### config.mk
export PLATFORM = sky130hd
export DESIGN_NAME = spi_frame_engine
export DESIGN_NICKNAME = d
export VERILOG_FILES = /design/src/rtl/spi_frame_pkg.sv /design/src/rtl/spi_clk_tick.sv /design/src/rtl/spi_bit_shifter.sv /design/src/rtl/spi_frame_seq.sv /design/src/rtl/spi_frame_engine.sv
export SDC_FILE = /design/constraint.sdc
export NUM_CORES = 1
export LEC_CHECK = 0
export BUFFER_PORTS_ARGS = -buffer_cell sky130_fd_sc_hd__buf_2
export CORE_MARGIN = 2
export CORE_UTILIZATION = 40
export CTS_CLUSTER_SIZE = 8
export DETAILED_ROUTE_END_ITERATION = 6
export MAX_ROUTING_LAYER = met4
export SYNTH_ARGS = -nofsm -noshare
export SYNTH_HDL_FRONTEND = slang
export SYNTH_SLANG_ARGS = --single-unit
### constraint.sdc
create_clock -name clk_i -period 2.3 [get_ports clk_i]
set_input_delay 0.23 -clock clk_i [delete_from_list [all_inputs] [get_ports clk_i]]
set_output_delay 0.23 -clock clk_i [all_outputs]
set_load 0.02 [all_outputs]
### src/rtl/spi_frame_pkg.sv
package spi_frame_pkg;
  typedef enum logic [2:0] {
    PH_IDLE, PH_SETUP, PH_OPC, PH_ADDR, PH_DUMMY, PH_TX, PH_RX, PH_HOLD
  } phase_e;

  localparam logic [7:0] FILL_BYTE = 8'hFF;
endpackage

### src/rtl/spi_clk_tick.sv
module spi_clk_tick #(
  parameter int unsigned DIV_HALF = 2
) (
  input  logic clk_i,
  input  logic rst_ni,
  input  logic run_i,
  output logic tick_o
);
  generate
    if (DIV_HALF <= 1) begin : g_every
      assign tick_o = run_i;
    end else begin : g_count
      localparam int unsigned CW = $clog2(DIV_HALF);
      localparam logic [CW-1:0] LAST = CW'(DIV_HALF - 1);
      logic [CW-1:0] cnt_q;
      always_ff @(posedge clk_i or negedge rst_ni) begin
        if (!rst_ni) cnt_q <= '0;
        else if (!run_i || cnt_q == LAST) cnt_q <= '0;
        else cnt_q <= cnt_q + 1'b1;
      end
      assign tick_o = run_i && (cnt_q == LAST);
    end
  endgenerate
endmodule

### src/rtl/spi_bit_shifter.sv
module spi_bit_shifter #(
  parameter int unsigned W = 8
) (
  input  logic         clk_i,
  input  logic         rst_ni,
  input  logic         tick_i,
  input  logic         load_i,
  input  logic [W-1:0] load_byte_i,
  input  logic         miso_i,
  output logic         active_o,
  output logic         byte_done_o,
  output logic         sclk_o,
  output logic         mosi_o,
  output logic [W-1:0] rx_byte_o
);
  localparam int unsigned BW = $clog2(W);
  localparam logic [BW-1:0] LAST_BIT = BW'(W - 1);

  logic          active_q, sclk_q;
  logic [BW-1:0] bit_q;
  logic [W-1:0]  tx_q, rx_q;

  always_ff @(posedge clk_i or negedge rst_ni) begin
    if (!rst_ni) begin
      active_q <= 1'b0;
      sclk_q   <= 1'b0;
      bit_q    <= '0;
      tx_q     <= '0;
      rx_q     <= '0;
    end else if (load_i) begin
      active_q <= 1'b1;
      sclk_q   <= 1'b0;
      bit_q    <= '0;
      tx_q     <= load_byte_i;
    end else if (active_q && tick_i) begin
      if (!sclk_q) begin
        sclk_q <= 1'b1;
        rx_q   <= {rx_q[W-2:0], miso_i};
      end else begin
        sclk_q <= 1'b0;
        if (bit_q == LAST_BIT) begin
          active_q <= 1'b0;
        end else begin
          bit_q <= bit_q + 1'b1;
          tx_q  <= {tx_q[W-2:0], 1'b0};
        end
      end
    end
  end

  assign active_o    = active_q;
  assign byte_done_o = active_q && tick_i && sclk_q && (bit_q == LAST_BIT);
  assign sclk_o      = sclk_q;
  assign mosi_o      = tx_q[W-1];
  assign rx_byte_o   = rx_q;
endmodule

### src/rtl/spi_frame_seq.sv
module spi_frame_seq
  import spi_frame_pkg::*;
#(
  parameter int unsigned ADDR_BYTES = 3,
  parameter int unsigned DUMMY_W    = 3,
  parameter int unsigned LEN_W      = 12
) (
  input  logic                          clk_i,
  input  logic                          rst_ni,
  input  logic                          req_valid_i,
  output logic                          req_ready_o,
  input  logic [7:0]                    req_opcode_i,
  input  logic [8*ADDR_BYTES-1:0]       req_addr_i,
  input  logic [$clog2(ADDR_BYTES+1)-1:0] req_addr_cnt_i,
  input  logic [DUMMY_W-1:0]            req_dummy_cnt_i,
  input  logic                          req_rx_i,
  input  logic [LEN_W-1:0]              req_len_i,
  input  logic [7:0]                    tx_data_i,
  input  logic                          tx_valid_i,
  output logic                          tx_ready_o,
  output logic [7:0]                    rx_data_o,
  output logic                          rx_valid_o,
  input  logic                          rx_ready_i,
  input  logic                          tick_i,
  input  logic                          byte_done_i,
  input  logic [7:0]                    rx_byte_i,
  output logic                          load_o,
  output logic [7:0]                    load_byte_o,
  output logic                          run_o,
  output logic                          cs_no,
  output logic                          busy_o,
  output logic                          done_o
);
  localparam int unsigned ADDR_W = 8 * ADDR_BYTES;
  localparam int unsigned ACW    = $clog2(ADDR_BYTES + 1);
  localparam int unsigned MW     = (LEN_W > DUMMY_W) ? LEN_W : DUMMY_W;
  localparam int unsigned CNT_W  = (MW > ACW) ? MW : ACW;

  phase_e               phase_q, nxt_ph, data_ph, dum_ph, adr_ph;
  logic [CNT_W-1:0]     cnt_q, nxt_cnt;
  logic [7:0]           opc_q;
  logic [ADDR_W-1:0]    addr_q, addr_aligned;
  logic [ACW-1:0]       acnt_q;
  logic [DUMMY_W-1:0]   dummy_q;
  logic [LEN_W-1:0]     len_q;
  logic                 rx_q, inflight_q, cs_q, done_q, rx_valid_q, can_load;
  logic [7:0]           rx_data_q;

  // first address byte to the top of the shift window
  always_comb addr_aligned = req_addr_i << (8 * (ADDR_BYTES - 32'(req_addr_cnt_i)));

  always_comb begin
    data_ph = (len_q == '0) ? PH_HOLD : (rx_q ? PH_RX : PH_TX);
    dum_ph  = (dummy_q != '0) ? PH_DUMMY : data_ph;
    adr_ph  = (acnt_q != '0) ? PH_ADDR : dum_ph;
    case (phase_q)
      PH_OPC:   nxt_ph = adr_ph;
      PH_ADDR:  nxt_ph = dum_ph;
      PH_DUMMY: nxt_ph = data_ph;
      default:  nxt_ph = PH_HOLD;
    endcase
    case (nxt_ph)
      PH_ADDR:      nxt_cnt = CNT_W'(acnt_q);
      PH_DUMMY:     nxt_cnt = CNT_W'(dummy_q);
      PH_TX, PH_RX: nxt_cnt = CNT_W'(len_q);
      default:      nxt_cnt = '0;
    endcase
  end

  always_comb begin
    can_load    = 1'b0;
    load_byte_o = FILL_BYTE;
    case (phase_q)
      PH_OPC:   begin can_load = 1'b1; load_byte_o = opc_q; end
      PH_ADDR:  begin can_load = 1'b1; load_byte_o = addr_q[ADDR_W-1 -: 8]; end
      PH_DUMMY: can_load = 1'b1;
      PH_TX:    begin can_load = tx_valid_i; load_byte_o = tx_data_i; end
      PH_RX:    can_load = !rx_valid_q;
      default:  can_load = 1'b0;
    endcase
  end

  assign load_o      = can_load && !inflight_q;
  assign tx_ready_o  = (phase_q == PH_TX) && !inflight_q;
  assign run_o       = (phase_q == PH_SETUP) || (phase_q == PH_HOLD);
  assign req_ready_o = (phase_q == PH_IDLE);
  assign busy_o      = (phase_q != PH_IDLE);
  assign cs_no       = cs_q;
  assign done_o      = done_q;
  assign rx_valid_o  = rx_valid_q;
  assign rx_data_o   = rx_data_q;

  always_ff @(posedge clk_i or negedge rst_ni) begin
    if (!rst_ni) begin
      phase_q    <= PH_IDLE;
      cnt_q      <= '0;
      opc_q      <= '0;
      addr_q     <= '0;
      acnt_q     <= '0;
      dummy_q    <= '0;
      len_q      <= '0;
      rx_q       <= 1'b0;
      inflight_q <= 1'b0;
      cs_q       <= 1'b1;
      done_q     <= 1'b0;
      rx_valid_q <= 1'b0;
      rx_data_q  <= '0;
    end else begin
      done_q <= 1'b0;
      if (rx_valid_q && rx_ready_i) rx_valid_q <= 1'b0;
      if (load_o) begin
        inflight_q <= 1'b1;
        if (phase_q == PH_ADDR) addr_q <= addr_q << 8;
      end
      case (phase_q)
        PH_IDLE: if (req_valid_i) begin
          opc_q   <= req_opcode_i;
          addr_q  <= addr_aligned;
          acnt_q  <= req_addr_cnt_i;
          dummy_q <= req_dummy_cnt_i;
          len_q   <= req_len_i;
          rx_q    <= req_rx_i;
          cs_q    <= 1'b0;
          phase_q <= PH_SETUP;
        end
        PH_SETUP: if (tick_i) begin
          phase_q <= PH_OPC;
          cnt_q   <= CNT_W'(1);
        end
        PH_HOLD: if (tick_i) begin
          cs_q    <= 1'b1;
          done_q  <= 1'b1;
          phase_q <= PH_IDLE;
        end
        default: if (byte_done_i) begin
          inflight_q <= 1'b0;
          if (phase_q == PH_RX) begin
            rx_data_q  <= rx_byte_i;
            rx_valid_q <= 1'b1;
          end
          if (cnt_q == CNT_W'(1)) begin
            phase_q <= nxt_ph;
            cnt_q   <= nxt_cnt;
          end else begin
            cnt_q <= cnt_q - 1'b1;
          end
        end
      endcase
    end
  end
endmodule

### src/rtl/spi_frame_engine.sv
module spi_frame_engine #(
  parameter int unsigned DIV_HALF   = 2,
  parameter int unsigned ADDR_BYTES = 3,
  parameter int unsigned DUMMY_W    = 3,
  parameter int unsigned LEN_W      = 12
) (
  input  logic                            clk_i,
  input  logic                            rst_ni,
  input  logic                            req_valid_i,
  output logic                            req_ready_o,
  input  logic [7:0]                      req_opcode_i,
  input  logic [8*ADDR_BYTES-1:0]         req_addr_i,
  input  logic [$clog2(ADDR_BYTES+1)-1:0] req_addr_cnt_i,
  input  logic [DUMMY_W-1:0]              req_dummy_cnt_i,
  input  logic                            req_rx_i,
  input  logic [LEN_W-1:0]                req_len_i,
  input  logic [7:0]                      tx_data_i,
  input  logic                            tx_valid_i,
  output logic                            tx_ready_o,
  output logic [7:0]                      rx_data_o,
  output logic                            rx_valid_o,
  input  logic                            rx_ready_i,
  output logic                            sclk_o,
  output logic                            mosi_o,
  input  logic                            miso_i,
  output logic                            cs_no,
  output logic                            busy_o,
  output logic                            done_o
);
  logic tick, run_seq, active, byte_done, load;
  logic [7:0] load_byte, rx_byte;

  spi_clk_tick #(.DIV_HALF(DIV_HALF)) i_tick (
    .clk_i, .rst_ni,
    .run_i  (run_seq | active),
    .tick_o (tick)
  );

  spi_bit_shifter #(.W(8)) i_shift (
    .clk_i, .rst_ni,
    .tick_i      (tick),
    .load_i      (load),
    .load_byte_i (load_byte),
    .miso_i,
    .active_o    (active),
    .byte_done_o (byte_done),
    .sclk_o,
    .mosi_o,
    .rx_byte_o   (rx_byte)
  );

  spi_frame_seq #(
    .ADDR_BYTES(ADDR_BYTES), .DUMMY_W(DUMMY_W), .LEN_W(LEN_W)
  ) i_seq (
    .clk_i, .rst_ni,
    .req_valid_i, .req_ready_o, .req_opcode_i, .req_addr_i,
    .req_addr_cnt_i, .req_dummy_cnt_i, .req_rx_i, .req_len_i,
    .tx_data_i, .tx_valid_i, .tx_ready_o,
    .rx_data_o, .rx_valid_o, .rx_ready_i,
    .tick_i      (tick),
    .byte_done_i (byte_done),
    .rx_byte_i   (rx_byte),
    .load_o      (load),
    .load_byte_o (load_byte),
    .run_o       (run_seq),
    .cs_no, .busy_o, .done_o
  );
endmodule

Yosys cells after proc, flatten, opt, wreduce, memory -nomap -nowiden
Cells that the tools add are included.

storage, ports and cells
  register bits = 99
  input port bits = 64
  output and inout port bits = 16
  word-level logic and storage cells = 132

cells by class
  add/sub/neg operators = 4
  equality and inequality tests = 17
  shift operators = 1
  multiplexer cells = 50
  bitwise operators = 5
  reductions and logical operators = 36

operator list
  kind                                                                    number
  24-bit two-way mux                                                      4
  12-bit two-way mux                                                      3
  3-bit two-way mux                                                       12
  12-bit case mux with 3 select lines                                     1
  8-bit two-way mux                                                       4
  24-bit by 32-bit << shifter with 24-bit output                          1
  3-bit equality test, second input constant                              8
  12-bit case mux with 2 select lines                                     1
  8-bit case mux with 3 select lines                                      1
  1-bit two-way mux                                                       19
  3-bit case mux with 3 select lines                                      2
  3-bit AND reduction                                                     6
  12-bit by 1-bit equality test with 1-bit output, second input constant  1
  12-bit logical NOT                                                      1
  2-bit nonzero test                                                      6
  12-bit by 1-bit subtractor with 12-bit output, second input constant    1
  3-bit by 2-bit equality test with 1-bit output, second input constant   3
  4-bit nonzero test                                                      2
  1-bit logical AND                                                       7
  2-bit != test, second input constant                                    3
  3-bit nonzero test                                                      2
  3-bit OR reduction                                                      2
  5-bit AND reduction                                                     1
  1-bit inverter                                                          4
  other kinds (14)                                                        18

Depth between registers and ports, before layout
  depth in word-level cells = 11
  mapped depth = 8
  gate-level depth less buffers = 7

Hierarchy
A second synthesis with hierarchy kept.

unflattened totals
  cell total of the unflattened synthesis = 508
  area, all modules = 5054.8 um^2

by module, submodules not included
  module            instances  cells an instance  area an instance (um^2)  sequential area each (um^2)
  spi_frame_seq     1          431                4107.7                   1928.1
  spi_bit_shifter   1          73                 899.6                    525.5
  spi_clk_tick      1          3                  41.3                     25.0
  spi_frame_engine  1          1                  6.3                      0.0

Least setup slack after synthesis
OpenSTA, ideal clock, no wires.

  path type = register to output
  start = register i_seq.phase_q[0]
  end = output port busy_o
  arrival = 1.560 ns
  required time = 2.070 ns
  path slack = 0.510 ns
  stages on the path, launching flop included = 5
  buffers on the path = 2
  path through = dfrtp_1 buf_2 buf_2 nor3_1 inv_1

on the way
  longest elaborated chain between the ends = 1

ends and longest elaborated chain
  what                      line                    RTL
  start: declaration        spi_frame_seq.sv:39     phase_e phase_q, nxt_ph, data_ph, dum_ph, adr_ph;
  start signal: assignment  spi_frame_seq.sv:142    phase_q <= nxt_ph;
  3-bit nonzero test        spi_frame_seq.sv:87     assign busy_o = (phase_q != PH_IDLE);
  end: declaration          spi_frame_engine.sv:27  output logic busy_o,

Every way passes these cells.

Worst setup path in the final report
  start = register i_shift.bit_q[0]
  end = register i_seq.cnt_q[9]

on the way
  longest elaborated chain between the ends = 4

ends and longest elaborated chain
  what                           line                   RTL
  start: declaration             spi_bit_shifter.sv:20  logic [BW-1:0] bit_q;
  start signal: assignment       spi_bit_shifter.sv:44  bit_q <= bit_q + 1'b1;
  3-bit equality test            spi_bit_shifter.sv:52  assign byte_done_o = active_q && tick_i && sclk_q && (bit_q == LAST_BIT);
  1-bit logical AND              spi_bit_shifter.sv:52
  2-bit nonzero test (no line)   -
  3-bit AND reduction (no line)  -
  end signal: assignment         spi_frame_seq.sv:143   cnt_q <= nxt_cnt;
  end signal: assignment         spi_frame_seq.sv:145   cnt_q <= cnt_q - 1'b1;
  end: declaration               spi_frame_seq.sv:40    logic [CNT_W-1:0] cnt_q, nxt_cnt;

Every way passes these cells.
A chain may end at the register's enable or synchronous reset.

==> impl_metrics.toml <==
[floorplan]
fp.coreArea_sq_mm = 0.0121
start_util_pct = 41.4
rows = 40
io_pins = 80
die_area_sq_mm = 0.0134
die_h_um = 116
die_w_um = 116

[placement]
portBuffers = 79
preCtsSetupSlack_ps = 86.5
placed_cell_area_sq_mm = 0.00563
hpwl_mm = 8.43
routabilityCongestion = 0.806

[critical_path]
worstPathRequired_ps = 2580
cp.arrival_ps = 2340
path_max_fanout = 7
reg2reg_slack_ps = 240
critPathLaunchType = "register"
setup.worst_path.end_class = "register"
path_class = "reg2reg"

[clock_tree]
clock_sinks = 99
root_buffer = "clkbuf_16"
htreeDepth = 3
cts_tree = "yes"
cts_buffers = 9
cts_max_path_buffers = 2
clk_pin_slew_ps = 70
insertion_delay_ps = 350

[timing]
min_period_ps = 2060
setup_viol = 0
final_max_slew_viol_count = 0
max_freq_mhz = 486
skew_ps = 6.05
maxSlewHeadroom_pct = 58.7
fin_tns_setup_ps = 0
rsz0062_at_grt = "no"
worst_slack_ps = 244
tightest_slew_ps = 617
finalHoldViolCount = 0
finalCritPeriodShare_pct = 89.4

[grt]
overflow = 0
grt_pass1_wl_mm = 20.0
grt_pass1_vias = 4079
grt_max_degree = 59
antenna_found_initial = 0
grt.total_usage_pct = 19.7

[synth]
yosysSeqAreaShare_pct = 49.5
synth_ff_type = "dfrtp_1"
syn_nets = 558
synth_area_per_cell_sq_um = 10.2
synth_xor_area_share_pct = 1.22
synth_mux_area_share_pct = 14.0
synth_compound_area_share_pct = 14.9
synth_warnings = 0
synth_top_family_by_area = "simple AND/OR/NAND/NOR gates"
synthAdderAreaFrac_pct = 0.999
synth.cell_area_sq_mm = 0.00501
synthArstFlopShare_pct = 100
ys_seq_elements = 99
synth_simple_gate_area_share_pct = 15.8
synth_edf_count = 0
synth_cell_types = 59
syn-instance-count = 490

[layout]
drive_gt1_share_pct = 29.0
final_common_cell = "dfrtp_1"
final_cell_area_sq_mm = 0.00597
num_antenna_cells = 0
nets = 639
layout_common_cells = "dfrtp_1 (98), nand2_1 (90), buf_2 (78)"
syn_to_final_growth_pct = 19.2
final_util_pct = 49.3

[route]
drc = 0
vias = 4009
wl_per_cell_um = 16.0
viasPerCell = 5.39
first_pass_iters = 5
drtIter0Drc = 185
wl_mm = 11.9
ant_nets = 0

[pwr]
leakage_nw = 2.83
p_per_area_mw_per_mm2 = 1150
power_mw = 6.86
peakVddDrop_mv = 0.679

[hold_path]
hp-class = "in2reg"

[run]
maxCapViolCount = 0

[outcome]
outcome = "completed"
## kinds of logic after synthesis
| family | Yosys count |
|---|---|
| compound gates | 110 |
| buf+inv | 37 |
| simple gates | 168 |
| fa+ha+maj | 4 |
| mux | 65 |
| xor+xnor | 7 |
| flops | 99 |
## timing repair
action                                 4_1_cts  5_1_grt
setup endpoints to repair                    0       10
buffers inserted                             0        0
endpoints found under the hold margin       20        0
hold buffers                                 1        0
gates resized for setup                      0        1
## worst max-delay path: stages (launching register included)
cell	delay [ps]
dfrtp_1	370
ha_1	150
ha_1	150
nand4_1	210
or3_1	530
nor2_1	220
and2_4	210
a221o_1	140
## worst paths after layout
path	from	end	cells past startpoint
setup / recovery	i_shift.bit_q[0]	i_seq.cnt_q[9]	7
hold / removal	req_opcode_i[4]	i_seq.opc_q[4]	3
setup reg to reg	i_shift.bit_q[0]	i_seq.cnt_q[9]	7
hold reg to reg	i_seq.opc_q[3]	i_seq.opc_q[3]	2
max in group asynchronous	rst_ni	i_seq.cs_no	3
min in group asynchronous	rst_ni	i_seq.len_q[11]	2
## state kept, by name (all words and copies together), names as in the netlist, 2 cells and up
signal / cells
i_seq.dummy_q: 3
i_seq.acnt_q: 2
i_shift.rx_byte_o: 8
i_shift.tx_q: 8
i_seq.addr_q: 24
i_seq.opc_q: 8
i_shift.bit_q: 3
i_seq.len_q: 12
i_seq.phase_q: 3
i_seq.cnt_q: 12
i_seq.rx_data_o: 8
## layer usage
layer  vias to the layer above  wire length, um  GRT usage (%)
met5                         -                0              -
met4                         0              110           3.89
met3                         7              456           4.81
met2                        82             6140           33.9
met1                      1976             5200           23.6
li1                       1944                -              -
## stage by stage
step                      hold WS (ps)  cells
after global placement             150    727
after CTS                         59.1    744
after floorplan                  -65.6    490
final                             70.7    744
after detailed placement           155    727
after global routing              71.7    744
## cell type report
type	count	area, sq um
inverter	7	26.3
clock inverter	5	75.1
tap	168	210
clock buffer	11	253
multi-input combinational	354	2360
fill	1208	6140
sequential	99	2480
timing repair buffer	100	571
## where the power goes
group | internal [mW] | switching, mW | leakage, nW
clock | 1.01 | 0.649 | 0.165
sequential | 2.37 | 0.481 | 1.26
combinational | 1.04 | 1.31 | 1.41
## cells in the mapped netlist, types with 4 or more instances
| library cell | instances | area, sq um |
|---|---|---|
| a21o_1 | 5 | 37.5 |
| a21oi_1 | 18 | 90.1 |
| a221oi_1 | 8 | 70.1 |
| a22o_1 | 9 | 78.8 |
| a31oi_1 | 7 | 43.8 |
| and2_1 | 4 | 25.0 |
| buf_2 | 12 | 60.1 |
| clkbuf_1 | 10 | 37.5 |
| dfrtp_1 | 98 | 2450 |
| ha_1 | 4 | 50.1 |
| inv_1 | 6 | 22.5 |
| mux2_2 | 39 | 439 |
| mux2i_1 | 26 | 260 |
| nand2_1 | 90 | 338 |
| nand3_1 | 13 | 65.1 |
| nor2_1 | 19 | 71.3 |
| nor3_1 | 7 | 35.0 |
| nor4_1 | 10 | 62.6 |
| o21ai_0 | 32 | 160 |
| o221ai_1 | 8 | 70.1 |
| o2bb2ai_1 | 4 | 35.0 |
| or3_1 | 4 | 25.0 |
| xor2_1 | 4 | 35.0 |
Power figures use the tool's default switching activity.
